<file path="config.mk">
export PLATFORM = sky130hd
export DESIGN_NAME = dscr_byte_top
export DESIGN_NICKNAME = d
export VERILOG_FILES = /design/src/rtl/dscr_pkg.sv /design/src/rtl/dscr_byte_rom.sv /design/src/rtl/dscr_seed_lut.sv /design/src/rtl/dscr_index_ctrl.sv /design/src/rtl/dscr_byte_top.sv
export SDC_FILE = /design/constraint.sdc
export NUM_CORES = 1
export LEC_CHECK = 0
export BUFFER_PORTS_ARGS = -buffer_cell sky130_fd_sc_hd__buf_2
export CAP_MARGIN = 25
export CORE_MARGIN = 1.5
export CORE_UTILIZATION = 44
export CTS_CLUSTER_SIZE = 16
export DETAILED_ROUTE_END_ITERATION = 16
export HOLD_SLACK_MARGIN = 0.08
export SYNTH_ARGS = -nofsm -noshare
export SYNTH_HDL_FRONTEND = slang
export SYNTH_SLANG_ARGS = --single-unit
</file>
<file path="constraint.sdc">
create_clock -name clk -period 7.8 [get_ports clk]
set_input_delay 1.56 -clock clk [delete_from_list [all_inputs] [get_ports clk]]
set_output_delay 1.56 -clock clk [all_outputs]
set_load 0.02 [all_outputs]
</file>
<file path="src/rtl/dscr_pkg.sv">
package dscr_pkg;

  localparam int LFSR_W  = 7;
  localparam int TAP_POS = 4;
  localparam int BYTE_W  = 8;
  localparam int SEQ_LEN = (1 << LFSR_W) - 1;
  localparam int KEY_CNT = 1 << LFSR_W;
  localparam int IDX_W   = LFSR_W;

  // Run the shift register from the all-ones state and keep the feedback bits.
  function automatic logic [SEQ_LEN-1:0] gen_seq_bits();
    logic [LFSR_W-1:0]  st;
    logic [SEQ_LEN-1:0] bits;
    logic               fb;
    st   = '1;
    bits = '0;
    for (int i = 0; i < SEQ_LEN; i++) begin
      fb      = st[TAP_POS-1] ^ st[LFSR_W-1];
      st      = {st[LFSR_W-2:0], fb};
      bits[i] = fb;
    end
    return bits;
  endfunction

  localparam logic [SEQ_LEN-1:0] SEQ_BITS = gen_seq_bits();

  // Mask byte for a position: consecutive bits, earliest in bit 0.
  function automatic logic [BYTE_W-1:0] seq_byte_at(input int pos);
    logic [BYTE_W-1:0] b;
    for (int k = 0; k < BYTE_W; k++) b[k] = SEQ_BITS[(pos + k) % SEQ_LEN];
    return b;
  endfunction

  // Position whose 7-bit window equals the key (0 for the impossible key).
  function automatic logic [IDX_W-1:0] seq_index_of(input int key);
    logic [LFSR_W-1:0] w;
    logic [IDX_W-1:0]  r;
    r = '0;
    for (int n = 0; n < SEQ_LEN; n++) begin
      for (int j = 0; j < LFSR_W; j++) w[j] = SEQ_BITS[(n + j) % SEQ_LEN];
      if (int'(w) == key) r = IDX_W'(n);
    end
    return r;
  endfunction

endpackage

</file>
<file path="src/rtl/dscr_byte_rom.sv">
module dscr_byte_rom
  import dscr_pkg::*;
(
  input  logic [IDX_W-1:0]  idx,
  output logic [BYTE_W-1:0] mask
);

  localparam logic [IDX_W-1:0] LAST_IDX = IDX_W'(SEQ_LEN - 1);

  logic [BYTE_W-1:0] table_q [SEQ_LEN];

  for (genvar g = 0; g < SEQ_LEN; g++) begin : g_entry
    assign table_q[g] = seq_byte_at(g);
  end

  always_comb begin
    if (idx <= LAST_IDX) mask = table_q[idx];
    else                 mask = '0;
  end

endmodule

</file>
<file path="src/rtl/dscr_seed_lut.sv">
module dscr_seed_lut
  import dscr_pkg::*;
(
  input  logic [LFSR_W-1:0] key,
  output logic [IDX_W-1:0]  seed_idx,
  output logic              key_zero
);

  logic [IDX_W-1:0] lut [KEY_CNT];

  for (genvar g = 0; g < KEY_CNT; g++) begin : g_key
    assign lut[g] = seq_index_of(g);
  end

  assign seed_idx = lut[key];
  assign key_zero = (key == '0);

endmodule

</file>
<file path="src/rtl/dscr_index_ctrl.sv">
module dscr_index_ctrl
  import dscr_pkg::*;
(
  input  logic             clk,
  input  logic             rst_n,
  input  logic             adv_en,
  input  logic             start,
  input  logic [IDX_W-1:0] seed_idx,
  input  logic             seed_bad,
  output logic [IDX_W-1:0] cur_idx,
  output logic             cur_bad
);

  localparam int STEP = BYTE_W % SEQ_LEN;
  localparam logic [IDX_W:0] LEN_EXT  = (IDX_W+1)'(SEQ_LEN);
  localparam logic [IDX_W:0] STEP_EXT = (IDX_W+1)'(STEP);

  logic [IDX_W-1:0] idx_q, idx_d;
  logic             bad_q, bad_d;
  logic [IDX_W:0]   sum;

  always_comb begin
    cur_idx = start ? seed_idx : idx_q;
    cur_bad = start ? seed_bad : bad_q;
    sum     = {1'b0, cur_idx} + STEP_EXT;
    if (sum >= LEN_EXT) sum = sum - LEN_EXT;
    idx_d   = idx_q;
    bad_d   = bad_q;
    if (adv_en) begin
      idx_d = sum[IDX_W-1:0];
      bad_d = cur_bad;
    end
  end

  always_ff @(posedge clk or negedge rst_n) begin
    if (!rst_n) begin
      idx_q <= '0;
      bad_q <= 1'b0;
    end else begin
      idx_q <= idx_d;
      bad_q <= bad_d;
    end
  end

  assert_idx_in_period_R5: assert property (@(posedge clk) disable iff (!rst_n)
    idx_q < IDX_W'(SEQ_LEN));

  assert_hold_when_idle_R6: assert property (@(posedge clk) disable iff (!rst_n)
    !adv_en |=> $stable(idx_q));

endmodule

</file>
<file path="src/rtl/dscr_byte_top.sv">
module dscr_byte_top
  import dscr_pkg::*;
(
  input  logic              clk,
  input  logic              rst_n,
  input  logic              in_valid,
  input  logic              in_sop,
  input  logic              in_last,
  input  logic [BYTE_W-1:0] in_data,
  output logic              out_valid,
  output logic              out_sop,
  output logic              out_last,
  output logic [BYTE_W-1:0] out_data,
  output logic              out_err
);

  logic [LFSR_W-1:0] key;
  logic [IDX_W-1:0]  seed_idx, cur_idx;
  logic              seed_bad, cur_bad;
  logic [BYTE_W-1:0] mask;

  logic              vld_q, sop_q, last_q, err_q;
  logic              vld_d, sop_d, last_d, err_d;
  logic [BYTE_W-1:0] data_q, data_d;

  assign key = in_data[LFSR_W-1:0];

  dscr_seed_lut u_seed (
    .key      (key),
    .seed_idx (seed_idx),
    .key_zero (seed_bad)
  );

  dscr_index_ctrl u_idx (
    .clk      (clk),
    .rst_n    (rst_n),
    .adv_en   (in_valid),
    .start    (in_sop),
    .seed_idx (seed_idx),
    .seed_bad (seed_bad),
    .cur_idx  (cur_idx),
    .cur_bad  (cur_bad)
  );

  dscr_byte_rom u_rom (
    .idx  (cur_idx),
    .mask (mask)
  );

  always_comb begin
    vld_d  = in_valid;
    sop_d  = in_valid & in_sop;
    last_d = in_valid & in_last;
    err_d  = in_valid & cur_bad;
    data_d = data_q;
    if (in_valid) data_d = cur_bad ? in_data : (in_data ^ mask);
  end

  always_ff @(posedge clk or negedge rst_n) begin
    if (!rst_n) begin
      vld_q  <= 1'b0;
      sop_q  <= 1'b0;
      last_q <= 1'b0;
      err_q  <= 1'b0;
      data_q <= '0;
    end else begin
      vld_q  <= vld_d;
      sop_q  <= sop_d;
      last_q <= last_d;
      err_q  <= err_d;
      data_q <= data_d;
    end
  end

  assign out_valid = vld_q;
  assign out_sop   = sop_q;
  assign out_last  = last_q;
  assign out_err   = err_q;
  assign out_data  = data_q;

  assert_byte_next_cycle_R6: assert property (@(posedge clk) disable iff (!rst_n)
    in_valid |=> out_valid);

  assert_idle_next_cycle_R6: assert property (@(posedge clk) disable iff (!rst_n)
    !in_valid |=> !out_valid);

  assert_flags_follow_R7: assert property (@(posedge clk) disable iff (!rst_n)
    in_valid |=> (out_sop == $past(in_sop)) && (out_last == $past(in_last)));

  assert_seed_clears_key_R3: assert property (@(posedge clk) disable iff (!rst_n)
    in_valid && in_sop && (in_data[LFSR_W-1:0] != '0)
      |=> (out_data[LFSR_W-1:0] == '0) && !out_err);

  assert_zero_key_flag_R8: assert property (@(posedge clk) disable iff (!rst_n)
    in_valid && in_sop && (in_data[LFSR_W-1:0] == '0) |=> out_err);

  assert_err_passthru_R8: assert property (@(posedge clk) disable iff (!rst_n)
    out_valid && out_err |-> out_data == $past(in_data));

endmodule

</file>
# After elaboration in Yosys (flattened, before gate mapping)
# Memory sizes are Yosys's and may differ from the RTL's.
# Index checks and enable logic that the tools add are counted.
# word_totals
ff_bits,20
mem_bits_ro,1920
out_inout_bits,12
n_memories,2
# op_classes
n_addsub,2
magnitude_cmp,4
muxes,9
bitwise_logic,6
n_reduce_logical,1
# memory_table
memory,words,word_bits,rd,rd_ports_with_merged_regs,wr,line,source
(name not given),128,8,1,0,0,dscr_byte_rom.sv:17,if (idx <= LAST_IDX) mask = table_q[idx];
(name not given),128,7,1,0,0,dscr_seed_lut.sv:15,assign seed_idx = lut[key];
# op_table
op,count
two-way mux 8 bit,4
two-way mux 7 bit,4
>= comparator 8 bit (second input constant),2
inverter 7 -> 8 bit,2
adder 7 x 4 -> 8 bit (second input constant),1
>= comparator 8 x 7 -> 1 bit (second input constant),1
XOR 8 bit,1
less-or-equal comparator 7 bit (second input constant),1
zero test 7 bit,1
subtractor 7 bit (second input constant),1
AND 1 bit,3
two-way mux 1 bit,1

# Depth between registers and ports, before layout
# Gate-level depths: netlist of run 1.
# logic_depth
word_depth,12
depth_mapped,22
mapped_depth_nobuf,19

# Hierarchy
# From an unflattened synthesis of run 1, not the netlist that was laid out.
# unflattened
cells_unflattened,716
hier_area_um2,5157.4
# by_module_without_submodules
mod,n_inst,cells_each,area_per_inst_um2,seq_area_each_um2
dscr_byte_rom,1,312,2058.2,0.0
dscr_seed_lut,1,270,1726.7,0.0
dscr_index_ctrl,1,76,739.5,200.2
dscr_byte_top,1,58,633.1,300.3

# Least setup slack after synthesis of run 1
# OpenSTA, ideal clock, no wires.
# synth_path
path_type,input -> register
startpoint,input in_data[1]
endpoint,register data_q[0] (netlist: out_data[0])
t_arrival_ps,5407
required_time_ps,7665
setup_slack_ps,2258
path_stages,20
path_buffers,4
cell_sequence,buf_2 inv_1 ha_1 nor2b_1 or3_1 a221o_1 a41oi_2 or2_1 buf_6 inv_4 buf_6 buf_2 ha_1 nand2_1 a311oi_1 a21o_1 or4_1 a32oi_1 xnor2_1 a21oi_1
# synth_via
elab_chain_len,12
# synth_rtl
element,line,source
"start, declared",dscr_byte_top.sv:9,"input logic [BYTE_W-1:0] in_data,"
inverter 7 -> 8 bit (not written as such),dscr_seed_lut.sv:15,
memory (128 x 7 bit),--,
two-way mux 7 bit (not written as such) (2 in series),dscr_seed_lut.sv:15,
two-way mux 7 bit,dscr_index_ctrl.sv:23,cur_idx = start ? seed_idx : idx_q;
inverter 7 -> 8 bit (not written as such),dscr_byte_rom.sv:17,
memory (128 x 8 bit),--,
two-way mux 8 bit (not written as such) (2 in series),dscr_byte_rom.sv:17,
two-way mux 8 bit,dscr_byte_rom.sv:17,
XOR 8 bit,dscr_byte_top.sv:56,if (in_valid) data_d = cur_bad ? in_data : (in_data ^ mask);
two-way mux 8 bit (*),dscr_byte_top.sv:56,
"end signal, assigned",dscr_byte_top.sv:71,data_q <= data_d;
"end, declared",dscr_byte_top.sv:24,"logic [BYTE_W-1:0] data_q, data_d;"
# Every way passes the cells marked *; elsewhere a longest branch is shown, timed or not. The select of a mux whose other input is x is not followed.
# A chain may end at the register's enable or synchronous reset.

# Worst setup path in the final report of run 1
# layout_path
startpoint,input in_data[3]
endpoint,register data_q[7] (netlist: out_data[7])
# The elaborated chain is that of the path after synthesis.

==> results.cfg, run 1 <==
[synth]
yosys_most_used_dff = dfrtp_1
yosys.area.top_type_share_pct = 9.608
ys_async_sr_fraction_pct = 100.0
synth.net_count = 771
synth_compound_area_share_pct = 38.15
yosysSeqAreaShare_pct = 9.608
yosys_warnings = 0
ys_types = 89
synth_top_family_by_area = compound AO/OA/AOI/OAI gates
synth.area.mux_share_pct = 6.822
synth-xor-area-share_pct = 2.354
synth.largest_area_cell = dfrtp_1
yosys.area_share.simple_pct = 23.88
syn_avg_cell_area_um2 = 7.224
syn_inst = 721
synthAdderAreaFrac_pct = 8.888
yosys-top-cells-count = nand2_1, nor2_1, a21oi_1
synth.area.top_cells = dfrtp_1, ha_1, a21oi_1
synth-edff-count = 0
syn_area_mm2 = 0.005209
yosysMostFrequentCell = nand2_1
ys_seq_elements = 20

[global_routing]
grt_max_degree = 59
grt_use_total_pct = 32.34
grt_pass1_wl_um = 32610
globalRoute.totalOverflow = 0
antenna_found_initial = 0
grt_pass1_vias = 5765

[route]
wl_per_cell_um = 24.71
via_count = 6046
wl_um = 20830
antenna_left = 0
via_per_inst = 7.172
drc_errors = 0
drtPass1Iterations = 6
drt_iter0_drc = 979

[clock_tree]
cts_buffers = 3
htree_levels = 1
cts_resized = 0
hold_buffers = 0
cts_root_buf = clkbuf_16
clock_path_buffers = 2
post_cts_buffers = 0
clk_pin_slew_ns = 0.06
cts_tree = done
clock-sinks = 20
worstSkewPairLatency_ns = 0.25

[timing]
fin_crit_sh_pct = 84.62
tns_ns = 0
skew_ns = 0.005428
hold_viol_final = 0
layout_min_cycle_time_ns = 6.601
max_clock_freq_ghz = 0.1515
whs_ns = 0.4708
slew_violations = 0
max-slew-margin-rel_pct = 30.07
worstMarginPinSlew_ns = 1.049
rsz0062_at_grt = no
setup_viol = 0

[cells_and_area]
layoutNonFillerInstCount = 843
multi_input_comb_area_mm2 = 0.004172
drive_above_1_share_pct = 13.29
syn_to_final_growth_pct = 2.835
n_antenna_cell = 0
seq_area_um2 = 500.5
nets = 751
fill_cells = 1188

[job]
max_cap_violations = 0

[power_and_ir_drop]
peakVddDrop_mv = 0.2107
p_total_w = 0.001244
p_per_area_mw_per_mm2 = 232.2
leakage_nw = 2.134

[critical_path]
reg2reg_depth = 12
path_class = input port to flip-flop
critPathCaptureType = flip-flop
arrival_ns = 6.74
cp_max_fo = 58
crit_path_start_kind = input port
cp.required_ns = 7.94

[floorplan]
rows = 39
die_width_um = 111.8
num_io_pins = 25
fp.coreArea_mm2 = 0.01147
dieArea_mm2 = 0.01250
fp.dieH_um = 111.8
initial_core_util_pct = 45.42

[placed_design]
dp.cells = 839
portBuffers = 24
dpl.hpwl_um = 14680
routabilityCongestion = 0.9866

[outcome]
status = complete, no violations

[worst_hold_path]
min_path_cells = 1
hold_class = flip-flop to flip-flop
## metal layers
layer / share of wire [%] / vias up / global-route usage (%)
met5: 0 / - / 0
met4: 4.0 / 0 / 13.76
met3: 11 / 75 / 5.607
met2: 44 / 465 / 49.92
met1: 40 / 2826 / 44.44
li1: - / 2680 / -
## cells in the final DEF (no fill, tap or decap), drive strengths merged, types with 5 or more instances in the layout
cell     netlist  layout
nor2          65      65
nor2b         13      13
inv           23      23
o311ai         9       9
o21a           6       6
ha            37      37
nor3          17      17
nand3         27      27
o31ai         12      12
a311oi         9       9
mux4           5       5
o21ai         36      36
and2           7       7
a21oi         53      53
a211o         11      11
dfrtp         20      20
nand2         69      69
o211ai        10      10
xnor2         13      13
a31oi         14      14
o221ai         8       8
or2            6       6
a2111oi        7       7
a211oi        22      22
a21o          10      10
o2111ai        5       5
nand3b         5       5
and3           8       8
mux2i         13      13
nand2b        16      16
mux2          10      10
a221oi         9       9
buf           51      48
## sequential cells by signal, indices dropped and copies added (netlist names)
| signal | count |
|---|---|
| out_valid | 1 |
| out_err | 1 |
| out_data | 8 |
| out_last | 1 |
| u_idx.bad_q | 1 |
| out_sop | 1 |
| u_idx.idx_q | 7 |
## layout make-up
cell class | instances | share of cell area [%]
multi-input cells | 602 | 77.88
flip-flops and latches | 20 | 9.344
repair buffers | 48 | 5.606
well taps | 143 | 3.340
inverters | 26 | 1.869
clock buffers | 3 | 1.402
clock inverters | 1 | 0.5606
## power breakdown
part | total [W] | internal, W | switching (W)
combinational | 0.000946 | 0.000319 | 0.000627
sequential | 0.000159 | 0.000139 | 0.0000203
clock | 0.000139 | 0.000102 | 0.0000371
total | 0.00124 | 0.000560 | 0.000684
## worst paths after layout
kind,start,to,slack [ns]
worst max-delay path,in_data[3],out_data[7]$_DFFE_PN0P_,1.20
worst min-delay path,u_idx.bad_q$_DFFE_PN0P_,u_idx.bad_q$_DFFE_PN0P_,0.47
worst max register to register,u_idx.idx_q[0]$_DFFE_PN0P_,out_data[3]$_DFFE_PN0P_,3.96
worst min register to register,u_idx.bad_q$_DFFE_PN0P_,u_idx.bad_q$_DFFE_PN0P_,0.47
max in group asynchronous,rst_n,out_valid$_DFF_PN0_,6.24
min in group asynchronous,rst_n,u_idx.idx_q[3]$_DFFE_PN0P_,1.25
## worst max-delay path, cell delays in order
cell	delay [ns]
buf_2	0.70
nand2_1	0.32
o21ai_0	0.38
o21ai_0	0.11
and3_1	0.19
o41a_1	0.42
buf_4	0.22
ha_1	0.57
clkinv_1	0.40
a211oi_1	0.65
o21ai_0	0.23
o2111a_1	0.19
a311oi_1	0.40
nor3_1	0.12
a211o_1	0.23
## through the flow
stage | setup WS, ns | instance area [um^2] | utilization [%]
after detailed placement | 1.121 | 5251 | 45.79
final | 1.199 | 5356 | 46.71
after CTS | 1.372 | 5356 | 46.71
after global placement | 0.9846 | 5251 | 45.79
after floorplan | 2.258 | 5209 | -
after global routing | 0.7826 | 5356 | 46.71
## cells by family after synthesis
group / after synthesis
AO/OA/AOI/OAI: 270
XOR/XNOR: 14
adder cells (fa/ha/maj): 37
buffers and inverters: 99
flip-flops: 20
multiplexers: 28
AND/OR/NAND/NOR: 253
Power figures use the tool's default switching activity.
==> inputs of run 2 (changes only) <==
Settings changed: ABC_AREA set to 1.
Clock period 7.8 ns to 5.8 ns, I/O delays scaled along.
==> results.cfg, run 2 <==
[critical_path]
crit_path_start_kind = input port
r2r_slack_ns = 2.90
r2r-start = u_idx.idx_q[0]$_DFFE_PN0P_
cp_max_fo = 15
arrival_ns = 5.21
endpoint = out_data[1]$_DFFE_PN0P_
reg2reg_depth = 13
cp-startpoint = in_data[1]
rr_endpoint = out_data[1]$_DFFE_PN0P_
critPathCaptureType = flip-flop
path_class = input port to flip-flop
cp.required_ns = 5.96

[floorplan]
rows = 38
initial_core_util_pct = 45.03
die_width_um = 108.3
dieArea_mm2 = 0.01173
fp.dieH_um = 108.3
fp.coreArea_mm2 = 0.01084
num_io_pins = 25

[synth]
yosysMostFrequentCell = nand2_1
synth.net_count = 966
synth-edff-count = 0
yosys.area_share.simple_pct = 58.86
ys_seq_elements = 20
synth.largest_area_cell = nand2_1
synth-xor-area-share_pct = 0.9228
syn_area_mm2 = 0.004881
yosys_warnings = 0
yosys-top-cells-count = nand2_1, nand3_1, nor2_1
ys_types = 37
syn_avg_cell_area_um2 = 5.329
yosysSeqAreaShare_pct = 10.25
synth.area.top_cells = nand2_1, nand3_1, dfrtp_1
synth_compound_area_share_pct = 9.613
yosys_most_used_dff = dfrtp_1
ys_async_sr_fraction_pct = 100.0
synthAdderAreaFrac_pct = 9.485
synth.area.mux_share_pct = 0
yosys.area.top_type_share_pct = 27.07
syn_inst = 916
synth_top_family_by_area = simple AND/OR/NAND/NOR gates

[clock_tree]
clock-sinks = 20
worstSkewPairLatency_ns = 0.26
clk_pin_slew_ns = 0.08
cts_root_buf = clkbuf_8
hold_buffers = 0
post_cts_buffers = 0
clock_path_buffers = 2
cts_buffers = 3
htree_levels = 1
cts_tree = done
cts_resized = 0

[route]
via_per_inst = 6.030
drc_errors = 0
wl_um = 19400
wl_per_cell_um = 18.37
drt_iter0_drc = 921
via_count = 6368
drtPass1Iterations = 5
antenna_left = 0

[global_routing]
grt_pass1_wl_um = 30920
antenna_found_initial = 0
globalRoute.totalOverflow = 0
grt_use_total_pct = 33.38
grt_pass1_vias = 5741
grt_max_degree = 56

[job]
max_cap_violations = 0

[power_and_ir_drop]
peakVddDrop_mv = 0.1415
p_per_area_mw_per_mm2 = 238.6
leakage_nw = 2.841

[timing]
tns_ns = 0
setup_viol = 0
whs_ns = 0.4905
layout_min_cycle_time_ns = 5.055
fin_crit_sh_pct = 87.16
skew_ns = 0.002625
max_clock_freq_ghz = 0.1978
hold_viol_final = 0
rsz0062_at_grt = no
worstMarginPinSlew_ns = 0.6262
slew_violations = 0
max-slew-margin-rel_pct = 58.11

[outcome]
status = complete, no violations

[worst_hold_path]
hold_class = flip-flop to flip-flop

[placed_design]
portBuffers = 24
routabilityCongestion = 1.025
dpl.hpwl_um = 14180
dp.cells = 1052

[cells_and_area]
n_antenna_cell = 0
final_common_cell = nand2_1
finalCoreUtilization_pct = 47.21
drive_above_1_share_pct = 9.716
syn_to_final_growth_pct = 4.845
layout_common_cells = nand2_1, nand3_1, nor2_1
largest_register_ffs = 8
nets = 967
layoutNonFillerInstCount = 1056
## run 2: how the worst min path moves through the flow
stage | startpoint | end | slack [ns] | cells past startpoint
floorplan | u_idx.idx_q[2]$_DFFE_PN0P_ | u_idx.idx_q[2]$_DFFE_PN0P_ | 0.44 | 2
global placement | out_data[4]$_DFFE_PN0P_ | out_data[4]$_DFFE_PN0P_ | 0.46 | 2
detailed placement | out_data[4]$_DFFE_PN0P_ | out_data[4]$_DFFE_PN0P_ | 0.47 | 2
CTS | out_data[4]$_DFFE_PN0P_ | out_data[4]$_DFFE_PN0P_ | 0.49 | 2
global route | out_data[4]$_DFFE_PN0P_ | out_data[4]$_DFFE_PN0P_ | 0.49 | 2
finish | out_data[4]$_DFFE_PN0P_ | out_data[4]$_DFFE_PN0P_ | 0.49 | 2
## run 2: area by class of cell
type                            instances  area [um^2]
Tap cell                              140        175.2
Timing Repair Buffer                   50        315.3
Inverter                               59        221.5
Fill cell                            1212         5723
Sequential cell                        20        500.5
Clock buffer                            4        55.05
Multi-Input combinational cell        783         3850
## run 2: per-layer routing
layer	wire length (um)	global-route usage, %
met5	0	0
met4	957	14.00
met1	7726	46.55
met2	8250	51.76
met3	2464	3.978
## run 2: cell families (layout without fill, tap and decap cells)
| logic type | after synthesis | after routing |
|---|---|---|
| AND/OR/NAND/NOR | 664 | 664 |
| buffers and inverters | 113 | 113 |
| AO/OA/AOI/OAI | 79 | 79 |
| adder cells (fa/ha/maj) | 37 | 37 |
| flip-flops | 20 | 20 |
| XOR/XNOR | 3 | 3 |
## run 2: critical path: stages
cell	delay, ns
buf_2	0.21
inv_1	0.21
ha_1	0.46
inv_2	0.09
ha_1	0.28
a21oi_1	0.14
a21oi_1	0.07
nand2_1	0.09
nand3_1	0.09
nand2_1	0.08
nand2_1	0.05
nand2_1	0.37
ha_1	0.30
nand3_1	0.35
nor2_1	0.29
nand2_1	0.13
a21boi_4	0.37
nand2_1	0.09
inv_1	0.08
nand3_1	0.07
nand3_1	0.15
nand2_1	0.06
## run 2: report_power, final
group / switching (W) / internal, W
sequential: 0.0000165 / 0.000167
combinational: 0.000646 / 0.000281
clock: 0.0000491 / 0.0000606
total: 0.000712 / 0.000509
## run 2: metrics by stage
step / instance area [um^2] / setup slack (ns) / total power, W
floorplan: 4881 / 1.749 / 0.0008297
global placement: 5062 / 0.6071 / 0.001087
detailed placement: 5062 / 0.5764 / 0.001073
CTS: 5117 / 0.8466 / 0.001186
global route: 5117 / 0.4292 / 0.001319
finish: 5117 / 0.7449 / 0.001221
